### src/rtl/coh_pkg.sv
package coh_pkg;

    typedef enum logic [1:0] {
        LS_INV = 2'd0,
        LS_SHR = 2'd1,
        LS_EXC = 2'd2
    } line_st_e;

    typedef enum logic [1:0] {
        CF_IDLE = 2'd0,
        CF_MISS = 2'd1,
        CF_WAIT = 2'd2
    } ctl_st_e;

    // outgoing message kinds
    localparam logic [1:0] OUT_RD = 2'd0;
    localparam logic [1:0] OUT_WR = 2'd1;
    localparam logic [1:0] OUT_WB = 2'd2;

    // incoming directory kinds
    localparam logic [1:0] IN_INV      = 2'd0;
    localparam logic [1:0] IN_FETCH    = 2'd1;
    localparam logic [1:0] IN_FETCHINV = 2'd2;
    localparam logic [1:0] IN_DATA     = 2'd3;

endpackage

### src/rtl/coh_line_store.sv
module coh_line_store
    import coh_pkg::*;
#(
    parameter int TAG_W = 4,
    parameter int IDX_W = 2,
    parameter int BLK_W = 16
) (
    input  logic             clk,
    input  logic             rst_n,
    input  logic [IDX_W-1:0] a_idx,
    output line_st_e         a_st,
    output logic [TAG_W-1:0] a_tag,
    output logic [BLK_W-1:0] a_blk,
    input  logic [IDX_W-1:0] b_idx,
    output line_st_e         b_st,
    output logic [TAG_W-1:0] b_tag,
    output logic [BLK_W-1:0] b_blk,
    input  logic             wr_en,
    input  logic [IDX_W-1:0] wr_idx,
    input  line_st_e         wr_st,
    input  logic [TAG_W-1:0] wr_tag,
    input  logic [BLK_W-1:0] wr_blk
);
    localparam int NLINES = 1 << IDX_W;

    line_st_e         st_q  [NLINES];
    logic [TAG_W-1:0] tag_q [NLINES];
    logic [BLK_W-1:0] blk_q [NLINES];

    always_ff @(posedge clk or negedge rst_n) begin
        if (!rst_n) begin
            for (int i = 0; i < NLINES; i++) begin
                st_q[i]  <= LS_INV;
                tag_q[i] <= '0;
                blk_q[i] <= '0;
            end
        end else if (wr_en) begin
            st_q[wr_idx]  <= wr_st;
            tag_q[wr_idx] <= wr_tag;
            blk_q[wr_idx] <= wr_blk;
        end
    end

    assign a_st  = st_q[a_idx];
    assign a_tag = tag_q[a_idx];
    assign a_blk = blk_q[a_idx];
    assign b_st  = st_q[b_idx];
    assign b_tag = tag_q[b_idx];
    assign b_blk = blk_q[b_idx];

endmodule

### src/rtl/coh_tag_match.sv
module coh_tag_match
    import coh_pkg::*;
#(
    parameter int TAG_W = 4
) (
    input  line_st_e         st,
    input  logic [TAG_W-1:0] have_tag,
    input  logic [TAG_W-1:0] want_tag,
    output logic             present,
    output logic             owned
);
    logic same;
    assign same    = (have_tag == want_tag);
    assign present = same && (st != LS_INV);
    assign owned   = same && (st == LS_EXC);
endmodule

### src/rtl/coh_cache_ctrl.sv
module coh_cache_ctrl
    import coh_pkg::*;
#(
    parameter int TAG_W  = 4,
    parameter int IDX_W  = 2,
    parameter int OFF_W  = 1,
    parameter int WORD_W = 8,
    localparam int WORDS = 1 << OFF_W,
    localparam int BLK_W = WORDS * WORD_W,
    localparam int BA_W  = TAG_W + IDX_W,
    localparam int AD_W  = BA_W + OFF_W
) (
    input  logic              clk,
    input  logic              rst_n,
    input  logic              cpu_req,
    input  logic              cpu_we,
    input  logic [AD_W-1:0]   cpu_addr,
    input  logic [WORD_W-1:0] cpu_wdata,
    output logic [WORD_W-1:0] cpu_rdata,
    output logic              cpu_done,
    output logic              cpu_stall,
    output logic              msg_valid,
    output logic [1:0]        msg_kind,
    output logic [BA_W-1:0]   msg_addr,
    output logic [BLK_W-1:0]  msg_blk,
    input  logic              dir_valid,
    input  logic [1:0]        dir_kind,
    input  logic [BA_W-1:0]   dir_addr,
    input  logic [BLK_W-1:0]  dir_blk
);
    // address fields
    logic [TAG_W-1:0] c_tag, d_tag;
    logic [IDX_W-1:0] c_idx, d_idx;
    logic [OFF_W-1:0] c_off;
    logic [BA_W-1:0]  c_baddr;

    assign c_tag   = cpu_addr[AD_W-1 -: TAG_W];
    assign c_idx   = cpu_addr[OFF_W +: IDX_W];
    assign c_off   = cpu_addr[OFF_W-1:0];
    assign c_baddr = cpu_addr[AD_W-1:OFF_W];
    assign d_tag   = dir_addr[BA_W-1 -: TAG_W];
    assign d_idx   = dir_addr[IDX_W-1:0];

    // line store
    line_st_e         a_st, b_st, wr_st;
    logic [TAG_W-1:0] a_tag, b_tag, wr_tag;
    logic [BLK_W-1:0] a_blk, b_blk, wr_blk;
    logic             wr_en;
    logic [IDX_W-1:0] wr_idx;

    coh_line_store #(.TAG_W(TAG_W), .IDX_W(IDX_W), .BLK_W(BLK_W)) store_i (
        .clk(clk), .rst_n(rst_n),
        .a_idx(c_idx), .a_st(a_st), .a_tag(a_tag), .a_blk(a_blk),
        .b_idx(d_idx), .b_st(b_st), .b_tag(b_tag), .b_blk(b_blk),
        .wr_en(wr_en), .wr_idx(wr_idx), .wr_st(wr_st),
        .wr_tag(wr_tag), .wr_blk(wr_blk)
    );

    logic a_present, a_owned, b_present, b_owned;

    coh_tag_match #(.TAG_W(TAG_W)) cpu_match_i (
        .st(a_st), .have_tag(a_tag), .want_tag(c_tag),
        .present(a_present), .owned(a_owned)
    );
    coh_tag_match #(.TAG_W(TAG_W)) dir_match_i (
        .st(b_st), .have_tag(b_tag), .want_tag(d_tag),
        .present(b_present), .owned(b_owned)
    );

    // word selection and merging
    logic [WORD_W-1:0] a_words [WORDS];
    logic [BLK_W-1:0]  hit_blk, mrg_blk;

    for (genvar w = 0; w < WORDS; w++) begin : g_word
        logic sel;
        assign sel          = cpu_we && (c_off == OFF_W'(w));
        assign a_words[w]   = a_blk[w*WORD_W +: WORD_W];
        assign hit_blk[w*WORD_W +: WORD_W] = sel ? cpu_wdata : a_blk[w*WORD_W +: WORD_W];
        assign mrg_blk[w*WORD_W +: WORD_W] = sel ? cpu_wdata : dir_blk[w*WORD_W +: WORD_W];
    end

    assign cpu_rdata = a_words[c_off];

    // decode
    logic coh_act, cpu_hit, victim_dirty, reply_ok;
    assign coh_act      = dir_valid && (dir_kind != IN_DATA);
    assign cpu_hit      = cpu_we ? a_owned : a_present;
    assign victim_dirty = (a_st == LS_EXC) && (a_tag != c_tag);
    assign reply_ok     = dir_valid && (dir_kind == IN_DATA) && (dir_addr == c_baddr);
    assign wr_idx       = coh_act ? d_idx : c_idx;

    // sequencer
    ctl_st_e fsm_q, fsm_d;

    always_ff @(posedge clk or negedge rst_n) begin
        if (!rst_n) fsm_q <= CF_IDLE;
        else        fsm_q <= fsm_d;
    end

    always_comb begin
        fsm_d = fsm_q;
        unique case (fsm_q)
            CF_IDLE: if (cpu_req && !coh_act && !cpu_hit) fsm_d = CF_MISS;
            CF_MISS: if (!coh_act && !victim_dirty)       fsm_d = CF_WAIT;
            CF_WAIT: if (reply_ok)                        fsm_d = CF_IDLE;
            default: fsm_d = CF_IDLE;
        endcase
    end

    always_comb begin
        cpu_done  = 1'b0;
        msg_valid = 1'b0;
        msg_kind  = OUT_RD;
        msg_addr  = '0;
        msg_blk   = '0;
        wr_en     = 1'b0;
        wr_st     = LS_INV;
        wr_tag    = a_tag;
        wr_blk    = a_blk;
        if (coh_act) begin
            // directory command wins this cycle
            wr_tag = b_tag;
            wr_blk = b_blk;
            if (dir_kind == IN_INV) begin
                if (b_present && b_st == LS_SHR) begin
                    wr_en = 1'b1;
                    wr_st = LS_INV;
                end
            end else if (b_owned) begin
                msg_valid = 1'b1;
                msg_kind  = OUT_WB;
                msg_addr  = dir_addr;
                msg_blk   = b_blk;
                wr_en     = 1'b1;
                wr_st     = (dir_kind == IN_FETCH) ? LS_SHR : LS_INV;
            end
        end else begin
            unique case (fsm_q)
                CF_IDLE: begin
                    if (cpu_req && cpu_hit) begin
                        cpu_done = 1'b1;
                        if (cpu_we) begin
                            wr_en  = 1'b1;
                            wr_st  = LS_EXC;
                            wr_blk = hit_blk;
                        end
                    end
                end
                CF_MISS: begin
                    msg_valid = 1'b1;
                    if (victim_dirty) begin
                        msg_kind = OUT_WB;
                        msg_addr = {a_tag, c_idx};
                        msg_blk  = a_blk;
                        wr_en    = 1'b1;
                        wr_st    = LS_INV;
                    end else begin
                        msg_kind = cpu_we ? OUT_WR : OUT_RD;
                        msg_addr = c_baddr;
                    end
                end
                CF_WAIT: begin
                    if (reply_ok) begin
                        wr_en  = 1'b1;
                        wr_st  = cpu_we ? LS_EXC : LS_SHR;
                        wr_tag = c_tag;
                        wr_blk = mrg_blk;
                    end
                end
                default: ;
            endcase
        end
    end

    assign cpu_stall = cpu_req && !cpu_done;

    // assertions
    p_req_before_wait_r2: assert property (@(posedge clk) disable iff (!rst_n)
        (fsm_q == CF_WAIT && $past(fsm_q) == CF_MISS)
        |-> $past(msg_valid && msg_kind != OUT_WB));

    p_write_reply_owns_r3: assert property (@(posedge clk) disable iff (!rst_n)
        (fsm_q == CF_WAIT && reply_ok && cpu_we) |=> (a_st == LS_EXC));

    p_hit_is_silent_r4: assert property (@(posedge clk) disable iff (!rst_n)
        cpu_done |-> !msg_valid);

    p_fetch_writes_back_r6: assert property (@(posedge clk) disable iff (!rst_n)
        (coh_act && dir_kind == IN_FETCH && b_owned)
        |-> (msg_valid && msg_kind == OUT_WB && msg_addr == dir_addr));

    p_victim_then_miss_r8: assert property (@(posedge clk) disable iff (!rst_n)
        (fsm_q == CF_MISS && !coh_act && msg_valid && msg_kind == OUT_WB)
        |=> (fsm_q == CF_MISS && a_st == LS_INV));

    p_busy_stalls_r9: assert property (@(posedge clk) disable iff (!rst_n)
        (fsm_q != CF_IDLE && cpu_req) |-> cpu_stall);

endmodule

### config.mk
export PLATFORM = sky130hd
export DESIGN_NAME = coh_cache_ctrl
export DESIGN_NICKNAME = d
export VERILOG_FILES = /design/src/rtl/coh_pkg.sv /design/src/rtl/coh_line_store.sv /design/src/rtl/coh_tag_match.sv /design/src/rtl/coh_cache_ctrl.sv
export SDC_FILE = /design/constraint.sdc
export NUM_CORES = 1
export LEC_CHECK = 0
export ABC_AREA = 1
export BUFFER_PORTS_ARGS = -buffer_cell sky130_fd_sc_hd__buf_2
export CAP_MARGIN = 20
export CORE_UTILIZATION = 50
export DETAILED_ROUTE_END_ITERATION = 10
export PLACE_DENSITY = 0.7
export SLEW_MARGIN = 20
export SYNTH_ARGS = -nofsm -noshare
export SYNTH_HDL_FRONTEND = slang
export SYNTH_SLANG_ARGS = --single-unit
### constraint.sdc
create_clock -name clk -period 3.16 [get_ports clk]
set_input_delay 0.158 -clock clk [delete_from_list [all_inputs] [get_ports clk]]
set_output_delay 0.158 -clock clk [all_outputs]
set_load 0.005 [all_outputs]
# After elaboration in Yosys (flattened, before gate mapping)
# Index checks and enable logic that the tools add are counted.
# classes
bitwise	5
reduce_logical	26
n_eq_ne	15
n_lt_le_gt_ge	5
muxes	88
# ops
op	count
$mux 16	14
$bmux 16 s2	2
$bwmux 64	1
$mux 8	7
$mux 2	19
$demux 16 s2	1
$mux 4	8
$pmux 16 s2	1
$mux 6	5
$mux 1	19
$logic_and 1x1->1	17
$bmux 4 s2	2
$bwmux 16	1
$ge 3x3->1 const B	3
$not 2->3	3
$bmux 2 s2	2
$bwmux 8	1
$demux 4 s2	1
$eq 2x2->1 const B	4
$eq 4x4->1	2
$ne 2x2->1 const B	4
$eq 2x1->1 const B	3
$eq 6x6->1	1
$pmux 2 s3	1
12 further kinds	17
# word_totals
word_cells	152
regBits	90
in_bits	44
out_inout_bits	35

# Longest topological paths before layout
# Gate-level depths: netlist of run 1.
# depth
ltp_word	13
depth_mapped	20

# Cells and area by module
# From an unflattened synthesis of run 1, not the netlist that was laid out.
# unflattened
cells_unflattened	1298
area_unflattened_um2	7932.6
# by_module_without_submodules
module	area_each_um2	seq_area_each_um2	cells_per_inst	n_inst
coh_line_store	5519.0	2202.1	815	1
coh_cache_ctrl	2203.4	50.0	427	1
coh_tag_match	105.1	0.0	28	2

# Least setup slack after synthesis of run 1
# No wires, ideal clock.
# synth_timing
kind	input-to-reg
startpoint	in dir_addr[0]
endpoint	reg store_i.blk_q[1] (netlist name)
path_slack_ns	1.163
path_stages	18
path_buffers	4
arrival_ns	1.879
setup_time_ns	0.118
required_ns	3.042
path_cell_list	buf_4 -> inv_2 -> buf_4 -> nand2_1 -> nand3_1 -> nand2_1 -> xor2_1 -> nand2_1 -> nor3_4 -> nand3_2 -> nand2_1 -> nand2_1 -> nand2_1 -> buf_6 -> nand2_2 -> buf_6 -> nand2_1 -> nand2_1
# synth_via
elab_chain_len	10
elab_cells_between_ends	36
classes_between	order compare: 2; eq/ne: 4; mux: 22; bitwise: 2; reduce/logical: 6
# synth_rtl
item	line_no	rtl
start, declared	coh_cache_ctrl.sv:28	input logic [BA_W-1:0] dir_addr,
$not 2->3 (not written as such)	coh_line_store.sv:47, coh_line_store.sv:48, coh_line_store.sv:49	
$bmux 4 s2 or $bmux 2 s2 (tied branches)	coh_line_store.sv:48, coh_line_store.sv:47	
$mux 4 (not written as such) or $mux 2 (tied branches) (2 in series)	coh_line_store.sv:48, coh_line_store.sv:47	
$eq 4x4->1 or $reduce_bool 2->1 (tied branches)	coh_tag_match.sv:13, coh_tag_match.sv:14	
$logic_and 1x1->1	coh_tag_match.sv:14	assign present = same && (st != LS_INV);
$logic_and 1x1->1	coh_cache_ctrl.sv:125	if (b_present && b_st == LS_SHR) begin
$mux 1	coh_cache_ctrl.sv:125	
$mux 1	coh_cache_ctrl.sv:124	if (dir_kind == IN_INV) begin
$mux 1	coh_cache_ctrl.sv:120	if (coh_act) begin
end signal, assigned by index	coh_line_store.sv:40	blk_q[wr_idx] <= wr_blk;
end, declared	coh_line_store.sv:28	logic [BLK_W-1:0] blk_q [NLINES];
# Parallel ways exist; a longest one is shown, timed or not. The select of a mux whose other input is x is not followed.
# A chain may end at the register's enable or synchronous reset.

# Worst setup path in the final report of run 1
# layout_timing
startpoint	in dir_addr[1]
endpoint	out msg_addr[0]
# layout_via
elab_chain_len	9
elab_cells_between_ends	13
classes_between	eq/ne: 2; mux: 9; bitwise: 1; reduce/logical: 1
# layout_rtl
item	line_no	rtl
$not 2->3 (not written as such) *	coh_line_store.sv:47, coh_line_store.sv:48	
$bmux 4 s2 or $bmux 2 s2 (tied branches)	coh_line_store.sv:48, coh_line_store.sv:47	
$mux 4 (not written as such) or $mux 2 (tied branches) (2 in series)	coh_line_store.sv:48, coh_line_store.sv:47	
$eq 4x4->1 or $eq 2x2->1 (tied branches)	coh_tag_match.sv:13, coh_tag_match.sv:15	
$logic_and 1x1->1 *	coh_tag_match.sv:15	assign owned = same && (st == LS_EXC);
$mux 6 *	coh_cache_ctrl.sv:129	end else if (b_owned) begin
$mux 6 *	coh_cache_ctrl.sv:124	
$mux 6 *	coh_cache_ctrl.sv:120	
end, declared	coh_cache_ctrl.sv:24	output logic [BA_W-1:0] msg_addr,
# Mark *: on every way between the ends. The rest lies on a longest branch, timed or not. The select of a mux whose other input is x is not followed.

==> results of run 1 <==
## critical path, stage by stage
cell	delay, ns
buf_2	0.10
inv_1	0.47
nand3_1	0.22
nand2_1	0.17
xor2_1	0.15
nand2_1	0.10
nor3_4	0.19
nand4_1	0.48
o22ai_1	0.45
buf_2	0.19
## final timing paths
check | to | slack [ns] | depth (start not counted)
min in group asynchronous | store_i.blk_q[26] | 0.46 | 2
max in group asynchronous | store_i.blk_q[8] | 1.94 | 3
min | fsm_q[0] | 0.28 | 3
max reg2reg | store_i.blk_q[48] | 0.67 | 16
min reg2reg | store_i.st_q[3] | 0.50 | 2
max | msg_addr[0] | 0.31 | 10
## power by group through the flow
stage / combinational [W] / clock (W) / sequential, W
CTS: 0.00128 / 0.00115 / 0.00145
global route: 0.00146 / 0.00120 / 0.00148
finish: 0.00131 / 0.00115 / 0.00146
floorplan: 0.000903 / 0 / 0.00142
global placement: 0.00126 / 0 / 0.00147
detailed placement: 0.00128 / 0 / 0.00147
## stage by stage
stage                     utilization [%]  cells  setup slack (ns)  power, W
after floorplan                         -   1163              1.16   0.00233
after global placement               54.0   1364             0.434   0.00274
after detailed placement             54.0   1364             0.406   0.00275
after CTS                            56.3   1380             0.393   0.00389
after global routing                 56.3   1380             0.133   0.00414
final                                56.3   1380             0.314   0.00392
## state kept, by name, indices dropped and copies added, names as in the netlist
name and cells:
fsm_q 2, store_i.blk_q 64, store_i.st_q 8, store_i.tag_q 16
## Yosys cell counts, types with 2 or more instances
cell type	instances	area share [%]
and2_1	11	0.97
inv_1	48	2.5
nand2_1	472	25
nand3_1	169	12
o211ai_1	4	0.42
clkinv_1	2	0.11
nand2_2	4	0.35
nand4_1	19	1.7
clkbuf_1	42	2.2
a21oi_1	29	2.0
o22ai_1	36	3.2
buf_4	14	1.5
xor2_1	5	0.62
nor2_1	74	3.9
nor3_1	3	0.21
o21ai_0	97	6.9
buf_6	9	1.4
buf_2	7	0.49
nand3_2	2	0.28
buf_1	8	0.42
xnor2_1	2	0.25
dfrtp_1	90	32
inv_2	2	0.11
and2_0	6	0.53
## placed cells by master (no fill, tap or decap), types with 9 or more instances in the layout
cell type / instances
nand4_1: 19
nand3_1: 169
dfrtp_1: 90
o21ai_0: 97
inv_1: 48
buf_4: 24
clkbuf_16: 9
nand2_1: 471
o22ai_1: 36
a21oi_1: 29
and2_1: 11
nor2_1: 73
buf_2: 77
## logic make-up (layout without fill, tap and decap cells)
kind of cell              count (synthesis)  after routing
DFF                                      90             90
xor gates and xnor gates                  7              7
AOI/OAI and AO/OA                       169            169
and+or+nand+nor                         764            764
buffers and inverters                   133            170
## per-layer routing
layer  vias to the layer above  wire [µm]  GRT usage (%)
met5                         -          0              0
met4                         0        478           10.1
met3                        34       2310           6.53
met2                       412       9750           46.0
met1                      3687      11200           51.0
li1                       3879          -              -
## final cells by class
| type | count | area [µm²] | share of cell area (%) |
|---|---|---|---|
| sequential | 90 | 2250 | 28.9 |
| inverter | 52 | 195 | 2.51 |
| clock buffer | 10 | 229 | 2.94 |
| tap | 180 | 225 | 2.89 |
| multi-input combinational | 940 | 4210 | 54.0 |
| clock inverter | 5 | 78.8 | 1.01 |
| timing repair buffer | 103 | 596 | 7.65 |
==> impl.org, run 1 <==
** Clock network
- Number of levels in the clock H-tree :: 3
- CTS placed an instance of clkbuf_16 at the clock tree root.
- TritonCTS created 9 clock buffers.
- Clock-pin slew was measured on the worst setup and hold paths at 0.07 ns.
- The clock drives 90 sinks.
- TritonCTS clock tree :: yes
- Post-cts hold buffer count :: 1
- Clock Path Buffers :: 2
- Insertion delay of the later-clocked pin in the worst-skew pair :: 0.35 ns
- Setup Fix Bufs, Post-CTS :: 0
- Number of resized instances in the post-cts repair step :: 0

** Logic synthesis
- Xor/xnor cell area share of the yosys netlist :: 0.866%
- Post-Synthesis Mean Instance Area :: 6.09 µm²
- Of the total synthesized cell area, the portion taken by full adders, half adders and majority gates is 0%.
- Primary FF master, synth :: dfrtp_1
- Synthesis produced a netlist with a net count of 1207.
- In this run, synthesis inferred 0 flip-flops with an integrated enable.
- The synthesized design contains 90 register bits.
- Post-synthesis compound-gate area fraction :: 13.0%
- After synthesis, the share of cell area in mux cells is 0%.
- Total standard cell area after synthesis :: 7080 µm²
- Synth warn :: 0
- The number of different library cells used by synthesis comes to 32.
- Fraction of the mapped netlist area in simple logic gates :: 45.5%
- Part of the Yosys area used for sequential elements :: 31.8%
- The cell count after synthesis came out at 1163.
- By area, the combinational part of the netlist is dominated by simple AND/OR/NAND/NOR gates.
- For this run, asynchronously set or reset flops after synthesis account for 100%.

** Pwr
- Proportion of power drawn by flip-flops and latches :: 37.3%
- Leak :: 4.08 nW
- In this run, the clock network consumes 29.3% of the power.
- Per report_power, the combinational group accounts for 33.5% of the total.
- Across the VDD grid, the largest voltage drop is 224 µV.
- Power density cells :: 504 nW/µm²
- Switching power :: 0.00151 W
- Sw frac :: 38.5%
- Cell-internal power :: 0.00241 W

** Layout
- The finished cells cover 7780 µm².
- The post-route netlist has 10.8% of its cells at a drive strength greater than 1.
- After filler insertion, the fill cell instance count of the layout stands at 1393.
- Number of diodes :: 0
- The net count of the finished layout is 1240.
- Area Overhead vs Synth :: 9.88%

** Timing
- Accumulated negative setup slack :: 0 ns
- Final setup violation count :: 0
- Fin Clk Skew :: 0.00995 ns
- The final hold violation count is 0.
- Static timing analysis puts the maximum clock frequency at 0.351 GHz.
- Minimum period implied by the final worst setup slack :: 2.85 ns
- Fin crit share :: 90.1%
- Hold timing on the final database bottoms out at a slack of 0.276 ns.
- Setup repair after global routing missed its margin :: false
- The worst pin sits at a relative slew slack of 41.7%.
- The count of final max-slew check failures was 0.
- For the pin with the worst max-slew slack, the measured transition is 0.873 ns.

** Outcome
- Status :: finished, final reports clean

** Drt
- After detailed routing, the average wire length per cell comes to 17.2 µm.
- Number of optimization iterations in the first detailed-route pass :: 6
- Final ANT Viol Nets :: 0
- Avg Vias per Cell :: 5.81
- Final wirelength :: 23.7 mm
- In this run, the number of DRC markers left after iteration 0 of detailed routing was 1211.
- In the routed design, unresolved DRC markers number 0.
- Detailed routing inserted a total of 8012 vias.

** Min path
- The worst hold path belongs to the class in -> reg.
- The startpoint identified for the worst hold timing path is cpu_req.

** GRT
- For this run, the total global-route usage over all layers was measured as 33.1%.
- Global routing finished with a remaining overflow of 0.
- Entering global routing, the biggest net connects 63 pins.
- The number of antenna violations at the first check in global routing was 0.
- Number of global-route vias before repair :: 6745
- First-pass GRT wire length :: 37.9 mm

** Floorplan
- In this run the count of I/O pins placed on the die edge is 79.
- The die covers 14600 µm².
- The total area inside the core boundary comes to 13800 µm².
- Starting Density :: 51.2%
- The die is 121 µm wide.
- In this run the vertical extent of the chip is 121 µm.
- Cell Rows :: 43

** Setup path
- STA classifies the critical path startpoint as a primary input.
- Type of the setup path with the least slack :: in -> out
- Capturing element type of the critical path :: output port
- STA puts the critical path data required time at 3.00 ns.
- In this run the worst setup path begins at dir_addr[1].
- Critical R2R Launch :: store_i.tag_q[12]
- Of all nets on the critical path, the largest fanout is 17.
- Signal arrival time at the worst endpoint :: 2.69 ns

** Placement
- In this run the tool buffered the top-level ports with 78 buffer cells.
- Post-placement cell area :: 7460 µm²
- The congestion estimate from routability-driven global placement came to 0.964.
- Placed wire-length estimate after detailed placement :: 16.3 mm

** Flow run
- Max-cap violations in this run came to 0.
Power figures use the tool's default switching activity.
==> run 2: changes to the inputs <==
GPL_ROUTABILITY_DRIVEN = 1   (was unset)
clock period = 3.4 ns   (was 3.16 ns; I/O delays follow)
==> impl.org, run 2 (same netlist as run 1, synthesis figures left out) <==
** Floorplan
- The total core area is 13800 µm² (unchanged).
- The die width was 121 µm (unchanged).
- Starting Density :: 51.2% (unchanged)
- I/O pin total :: 79 (unchanged)
- Vertical die dimension :: 121 µm (unchanged)
- Area enclosed by the die boundary :: 14600 µm² (unchanged)
- Cell Rows :: 43 (unchanged)

** Clock network
- The insertion delay of the later-clocked pin in the worst-skew pair came to 0.34 ns (about the same).
- Setup Fix Bufs, Post-CTS :: 0 (unchanged)
- Buffer cell driving the clock tree root :: clkbuf_16
- The number of buffers inserted during clock tree synthesis is 9 (unchanged).
- Sink count of the clock tree :: 90 (unchanged)
- TritonCTS built the clock tree.
- The post-cts gate resize count is 0 (unchanged).
- Post-cts hold buffer count :: 1 (unchanged)
- Number of levels in the clock H-tree :: 3 (unchanged)
- The clock-pin slew on the worst setup and hold paths came to 0.07 ns (about the same).
- Clock Path Buffers :: 2 (unchanged)

** Setup path
- By startpoint and endpoint, the worst setup path is classified as in -> out.
- The worst-path maximum fanout is 26 (+9).
- Signal arrival time at the worst endpoint :: 2.85 ns (+0.16 ns)
- The worst path required time was 3.23 ns (+0.23 ns).
- Crit path launch type :: primary input
- STA classifies the critical path endpoint as an output port.

** Timing
- Derived from the worst setup path, the maximum achievable clock frequency is 0.331 GHz.
- Dividing the final minimum period by the clock period gives 89.0%.
- Final setup violation count :: 0 (unchanged)
- The max-slew headroom at the worst pin was 42.9% (+1.3 points).
- The final worst clock skew came to 0.00898 ns (-0.000977 ns).
- The worst hold margin is 0.292 ns (+0.0168 ns).
- The final sum of negative setup slack came to 0 ns (unchanged).
- The transition time of the tightest slew-check pin was 0.854 ns (-0.0189 ns).
- Hold violation total from the final report :: 0 (unchanged)
- The worst path needs 3.02 ns of the cycle, external delays included.
- Setup repair after global routing missed its margin :: false
- The count of final max-slew check failures was 0 (unchanged).

** Pwr
- Leak :: 4.09 nW (+0.11%)
- The largest vdd supply drop is 204 µV (-9.0%).
- Power density cells :: 478 nW/µm² (-5.2%)

** Layout
- Footprint of the flip-flops and latches :: 2250 µm² (unchanged)
- Number of nets in the layout :: 1240 (unchanged)
- From synthesis to final layout, the design area changed by 10.1%.
- Total area of multi-input combinational cells :: 4210 µm² (unchanged)
- The layout cell share with drive strength beyond 1 came to 10.8% (about the same).
- Leaving out fill and tap cells, the most frequent cell in the layout is nand2_1.
- The number of flip-flops under the largest register name is 64 (unchanged).
- Largest register by flop count :: store_i.blk_q
- Number of diodes :: 0 (unchanged)
- Number of standard cells in the layout, taps in and fillers out :: 1381 (+0.072%)
- The layout filler cell count came to 1400 (+0.50%).
- Largest registers :: store_i.blk_q: 64 flops, store_i.tag_q: 16 flops, store_i.st_q: 8 flops
- Highest-count cells in the layout ignoring fill and taps :: nand2_1, nand3_1, o21ai_0, dfrtp_1, buf_2

** Drt
- The number of detailed-route iterations in the first pass was 8 (+2).
- The mean number of vias per cell came to 5.83 (+0.46%).
- The total wire length after detailed routing was 23.9 mm (+0.62%).
- The average detailed-routed wire length per instance was 17.3 µm (+0.54%).
- The starting DRC count in detailed routing was 1193 (-1.5%).
- Total via count after detailed routing :: 8055 (+0.54%)
- Post-route DRC violation count :: 0 (unchanged)
- Final ANT Viol Nets :: 0 (unchanged)

** GRT
- Number of global-route vias before repair :: 7056 (+4.6%)
- Maximum number of pins on one net before global-route repair :: 55 (-13%)
- The residual overflow from global routing was 0 (unchanged).
- The first-pass GRT wire length was 38.0 mm (+0.38%).
- Overall track demand over capacity in global routing :: 33.3% (+0.14 points)
- Antenna violations before repair :: 0 (unchanged)

** Placement
- The final weighted congestion of routability-driven global placement is 0.890 (-7.6%).
- The number of buffer cells added on primary ports is 78 (unchanged).
- Placed wire-length estimate after detailed placement :: 16.3 mm (about the same)
- The cell count after placement came to 1364 (unchanged).

** Flow run
- The number of max-capacitance violations reported was 0 (unchanged).

** Outcome
- The run finished with clean final reports.

** Min path
- The worst hold path belongs to the class in -> reg.
==> run 2: through the flow <==
| step | total power, W | setup WS [ns] | utilization (%) | instance area, µm² |
|---|---|---|---|---|
| 2_1_floorplan | 0.00216 | 1.39 | - | 7080 |
| 3_3_place_gp | 0.00254 | 0.414 | 53.9 | 7450 |
| 3_5_place_dp | 0.00255 | 0.461 | 53.9 | 7450 |
| 4_1_cts | 0.00370 | 0.462 | 56.4 | 7800 |
| 5_1_grt | 0.00393 | 0.144 | 56.4 | 7800 |
| 6_report | 0.00373 | 0.375 | 56.4 | 7800 |
==> run 2: metal layers <==
metal	up-vias	wire length, µm	global-route usage [%]
met1	3685	10800	49.7
met5	-	0	0
met4	0	430	10.6
li1	3867	-	-
met2	463	10000	47.4
met3	40	2600	7.10
==> run 2: worst max-delay path, cell delays in order <==
cell and delay, ns:
buf_2 0.11, inv_2 0.35, buf_4 0.34, nand2_1 0.08, nand3_1 0.13, nand2_1 0.12, nand2_1 0.07, nand2_1 0.05
nand2_1 0.08, inv_1 0.06, nand2_1 0.07, nand2_1 0.07, nor2_1 0.09, clkinv_1 0.44, o22ai_1 0.43, buf_2 0.17
==> run 2: final timing paths <==
check                                 from           endpoint  slack [ns]  cells after the start
hold reg to reg            store_i.st_q[7]    store_i.st_q[7]        0.50                      2
min in group asynchronous            rst_n  store_i.blk_q[13]        0.42                      2
setup reg to reg           store_i.st_q[6]  store_i.blk_q[53]        0.74                     13
setup / recovery               cpu_addr[1]         msg_blk[0]        0.38                     16
hold / removal                     cpu_req           fsm_q[0]        0.29                      3
max in group asynchronous            rst_n    store_i.st_q[2]        2.20                      3
==> run 2: power by group <==
part           internal [W]  switching, W  leakage, nW
sequential          0.00122      0.000133         1.24
combinational      0.000380      0.000843         2.69
clock              0.000718      0.000430        0.160
total               0.00232       0.00141         4.09
==> run 2: final cells by class <==
| cell class | instances | share of cell area [%] |
|---|---|---|
| tap | 180 | 2.89 |
| multi-input combinational | 940 | 53.9 |
| clock buffer | 11 | 2.99 |
| timing repair buffer | 103 | 7.48 |
| clock inverter | 5 | 1.32 |
| inverter | 52 | 2.50 |
| sequential | 90 | 28.9 |
==> run 3: changes to the inputs <==
PLACE_DENSITY = 0.69   (was 0.7)
SYNTH_HIERARCHICAL = 1   (was unset)
==> impl.org, run 3 <==
** Drt
- The total wire length after detailed routing came to 26.1 mm (+9.4%).
- The mean number of vias per cell came to 5.51 (-5.6%).
- Number of optimization iterations in the first detailed-route pass :: 6 (-2)
- The via count came to 8565 (+6.3%).
- Post-route DRC violation count :: 0 (unchanged)
- The starting DRC count in detailed routing is 822 (-31%).
- Final ANT Viol Nets :: 0 (unchanged)
- Post-DR wirelength/cell :: 16.8 µm (-2.9%)

** Flow run
- Total of max-cap violations :: 0 (unchanged)

** Clock network
- Setup Fix Bufs, Post-CTS :: 0 (unchanged)
- Number of levels in the clock H-tree :: 3 (unchanged)
- Buffer cell driving the clock tree root :: clkbuf_16
- The insertion delay of the later-clocked pin in the worst-skew pair is 0.36 ns (+0.02 ns).
- The clock-pin slew on the worst setup and hold paths is 0.07 ns (about the same).
- TritonCTS built the clock tree.
- Clock Path Buffers :: 2 (unchanged)
- The TritonCTS sink count was 90 (unchanged).
- Clock buffers created by TritonCTS :: 9 (unchanged)

** Pwr
- The power per standard cell area was 472 nW/µm² (-1.3%).
- Part of the total power dissipated in the clock network :: 23.8% (-7.0 points)
- Cell-internal power :: 0.00232 W (about the same)
- Highest ir drop seen on vdd :: 387 µV (+89%)
- The leakage dissipation was 4.99 nW (+22%).
- Sw frac :: 42.6% (+4.9 points)
- The switching power came to 0.00172 W (+23%).
- The sequential group share of total power came to 35.8% (-0.6 points).
- Relative contribution of combinational cells to total power :: 40.3% (+7.5 points)

** Logic synthesis
- The synthesized netlist cell count is 1298 (+12%).
- Synth area leader :: dfrtp_1
- The most common cell in the synthesized netlist is nand2_1.
- Number of different library cells in the post-synthesis netlist :: 37 (+16%)
- The sequential fraction of the synthesis area is 28.4% (-3.4 points).
- Post-synthesis register bit count :: 90 (unchanged)
- The number of synthesized flops with an enable pin was 0 (unchanged).
- By area the synthesized netlist is led by dfrtp_1, nand2_1, nand3_1.
- The number of synthesis warnings was 6 (+6).
- The post-synthesis async set-or-reset flop share is 100% (unchanged).
- The post-synthesis area per instance was 6.11 µm² (+0.36%).
- The most used flip-flop cell after synthesis is dfrtp_1.
- Synthesized net count :: 1342 (+11%)
- The netlist area before placement is 7930 µm² (+12%).
- The fraction of post-synthesis cell area in the top cell type by area was 28.4% (-3.4 points).
- Most common library cells after synthesis :: nand2_1, inv_1, nand3_1, dfrtp_1, nand4_1

** Layout
- Number of diodes :: 0 (unchanged)
- Counting flops per register, the top entry is store_i/blk_q.
- Area Overhead vs Synth :: 8.04%
- The number of nets at the end of the flow came to 1383 (+12%).
- Fraction of layout instances using a drive strength above 1 :: 15.5% (+4.7 points)
- In the final layout, the registers with the most flip-flops are store_i/blk_q: 64 flops, store_i/tag_q: 16 flops, store_i/st_q: 8 flops.
- Leaving out fill and tap cells, the most frequent cells in the layout are nand2_1, inv_1, nand3_1, dfrtp_1, buf_2.
- Number of fillers in the final layout :: 1575 (+13%)
- The number of flip-flops under the largest register name came to 64 (unchanged).
- Leading cell type in the layout, fill and taps excluded :: nand2_1

** Setup path
- The largest stage delay on the critical path was 0.58 ns (+0.14 ns).
- Register-to-register path setup slack :: 0.38 ns (-0.36 ns)
- Cell count of the worst reg-to-reg path :: 20 (+7)
- Count of buffering cells on the critical path with inverters included :: 2 (-4)
- Type of the setup path with the least slack :: reg -> reg
- The kind of cell with the highest combined delay along the critical path is simple AND/OR/NAND/NOR gates.
- Endpoint of the worst setup timing path :: store_i/blk_q[44]
- Slowest cell on the critical path :: nand3_2
- Critical R2R Launch :: store_i/tag_q[12]
- Destination of the worst register-to-register timing path :: store_i/blk_q[44]
- The critical path goes through inv_1 > nand2_1 > nand3_1 > nand2_1 > nand2_1 > nand2_1 > nor2_1 > nand2_1 > nor2_1 > nand2_1 > nand2_2 > nand2_4 > inv_2 > nand2_1 > o21ai_2 > o21ai_1 > nand2_2 > nand3_2 > nand2_1 > nand2_1.
- The most critical setup path has its startpoint at store_i/tag_q[12].
- The worst setup path is captured at a flop.
- Data required time of the worst path :: 3.64 ns (+0.41 ns)
- Depth of the critical timing path with buffers and inverters included :: 20 (+4)
- The worst-path maximum fanout is 22 (-15%).
- Most Frequent Cell on Critical Path :: nand2_1
- The data arrival at the endpoint of the critical path was 3.26 ns (+0.41 ns).
- Crit path launch type :: flop

** Floorplan
- The die width is 128 µm (+5.7%).
- The die extent in y was 128 µm (+5.7%).
- Area of the core :: 15300 µm² (+11%)
- The number of cell rows is 45 (+4.7%).
- The I/O pin count is 79 (unchanged).
- Starting Density :: 51.8% (+0.58 points)
- The full die area is 16400 µm² (+12%).

** Timing
- The final worst clock skew was 0.00736 ns (-0.00161 ns).
- Final setup violation count :: 0 (unchanged)
- The final hold violation count is 0 (unchanged).
- The final sum of negative setup slack was 0 ns (unchanged).
- The count of final max-slew check failures came to 0 (unchanged).
- Setup repair after global routing missed its margin :: false
- Worst Hold Slack :: 0.139 ns (-0.153 ns)
- The transition time of the tightest slew-check pin is 0.764 ns (-0.0898 ns).
- Relative slew slack :: 49.0% (+6.1 points)
- The final critical-path share of the clock period came to 88.8% (-0.14 points).
- The achievable frequency came to 0.331 GHz (+0.16%).
- The minimum period implied by the final worst setup slack was 3.02 ns (-0.00473 ns).

** GRT
- The number of global-route vias before repair was 7895 (+12%).
- Maximum number of pins on one net before global-route repair :: 43 (-22%)
- Met1 Use GR :: 43.8% (-5.9 points)
- GR met2 Demand/Resource :: 53.8% (+6.4 points)
- The number of antenna violations at the first check in global routing was 0 (unchanged).
- First-pass GRT wire length :: 41.7 mm (+9.8%)
- Global-route track usage on met3 :: 5.09% (-2.0 points)
- GRT Max-Usage Layer :: met2
- Overall track demand over capacity in global routing :: 33.1% (-0.21 points)
- The residual overflow from global routing came to 0 (unchanged).

** Placement
- Placed wire-length estimate after detailed placement :: 18.4 mm (+13%)
- Count of buffers inserted at the top-level ports :: 78 (unchanged)
- The final weighted congestion of routability-driven global placement was 0.956 (+7.4%).

** Min path
- The worst hold path begins at cpu_req.
- Hold Path Cell Cnt :: 3 (unchanged)
- In this run the worst hold path is classified as in -> reg.

** Outcome
- The run finished with clean final reports.
[run 3: cell count changes in the layout (fill, tap and decap cells not counted), sizes merged, moves of 4 or more]
cell	delta
a21oi	-27
and2	-17
nand4	+27
o22ai	-18
nor2	-45
inv	+136
nand2	+128
xor2	-4
o21ai	-21
nand3	-20
[run 3: worst min-delay path by stage]
| stage | end |
|---|---|
| floorplan | fsm_q[0] |
| detailed placement | store_i/tag_q[0] |
| finish | fsm_q[0] |
| CTS | fsm_q[0] |
| global route | fsm_q[0] |
| global placement | store_i/tag_q[0] |
[run 3: metrics by stage]
stage	total power [W]	instances	cell area, µm²	utilization, %	setup WS (ns)
after floorplan	0.00263	1298	7930	-	0.994
after global placement	0.00304	1538	8280	54.1	0.297
after detailed placement	0.00306	1538	8280	54.1	0.230
after CTS	0.00403	1555	8570	56.0	0.427
after global routing	0.00433	1555	8570	56.0	0.0520
final	0.00404	1555	8570	56.0	0.380
[run 3: cells by family (layout without fill, tap and decap cells)]
family | Yosys count | count (layout) | share of synthesized area (%)
multiplexers | 1 | 1 | 0.126
buffers and inverters | 259 | 305 | 15.5
AND/OR/NAND/NOR | 836 | 836 | 45.9
AO/OA/AOI/OAI | 106 | 106 | 9.48
flip-flops | 90 | 90 | 28.4
XOR/XNOR | 6 | 6 | 0.662
[run 3: timing repair]
item	4_1_cts	5_1_grt
hold endpoints to repair	40	0
resized for setup	0	0
hold buffers	1	0
[run 3: power groups by stage]
stage               registers (W)  clock network (W)  logic [W]
global route              0.00148            0.00102    0.00183
global placement          0.00146                  0    0.00157
floorplan                 0.00142                  0    0.00121
detailed placement        0.00146                  0    0.00160
CTS                       0.00145           0.000977    0.00161
finish                    0.00145           0.000964    0.00163
[run 3: cell type report]
class	count	area, µm²	share of cell area (%)
sequential	90	2250	26.3
multi-input combinational	949	4470	52.1
timing repair buffer	104	603	7.04
clock buffer	11	243	2.83
clock inverter	5	37.5	0.438
inverter	185	704	8.22
tap	211	264	3.08
[run 3: metal layers]
layer  vias to the layer above  wire [µm]
li1                       4118          -
met1                      3929      10800
met2                       438      12200
met3                        80       2240
met4                         0        915
met5                         -          0
[run 3: worst min-delay path, stage by stage]
cell	delay [ns]
buf_2	0.13
nand3_1	0.08
o21ai_0	0.07
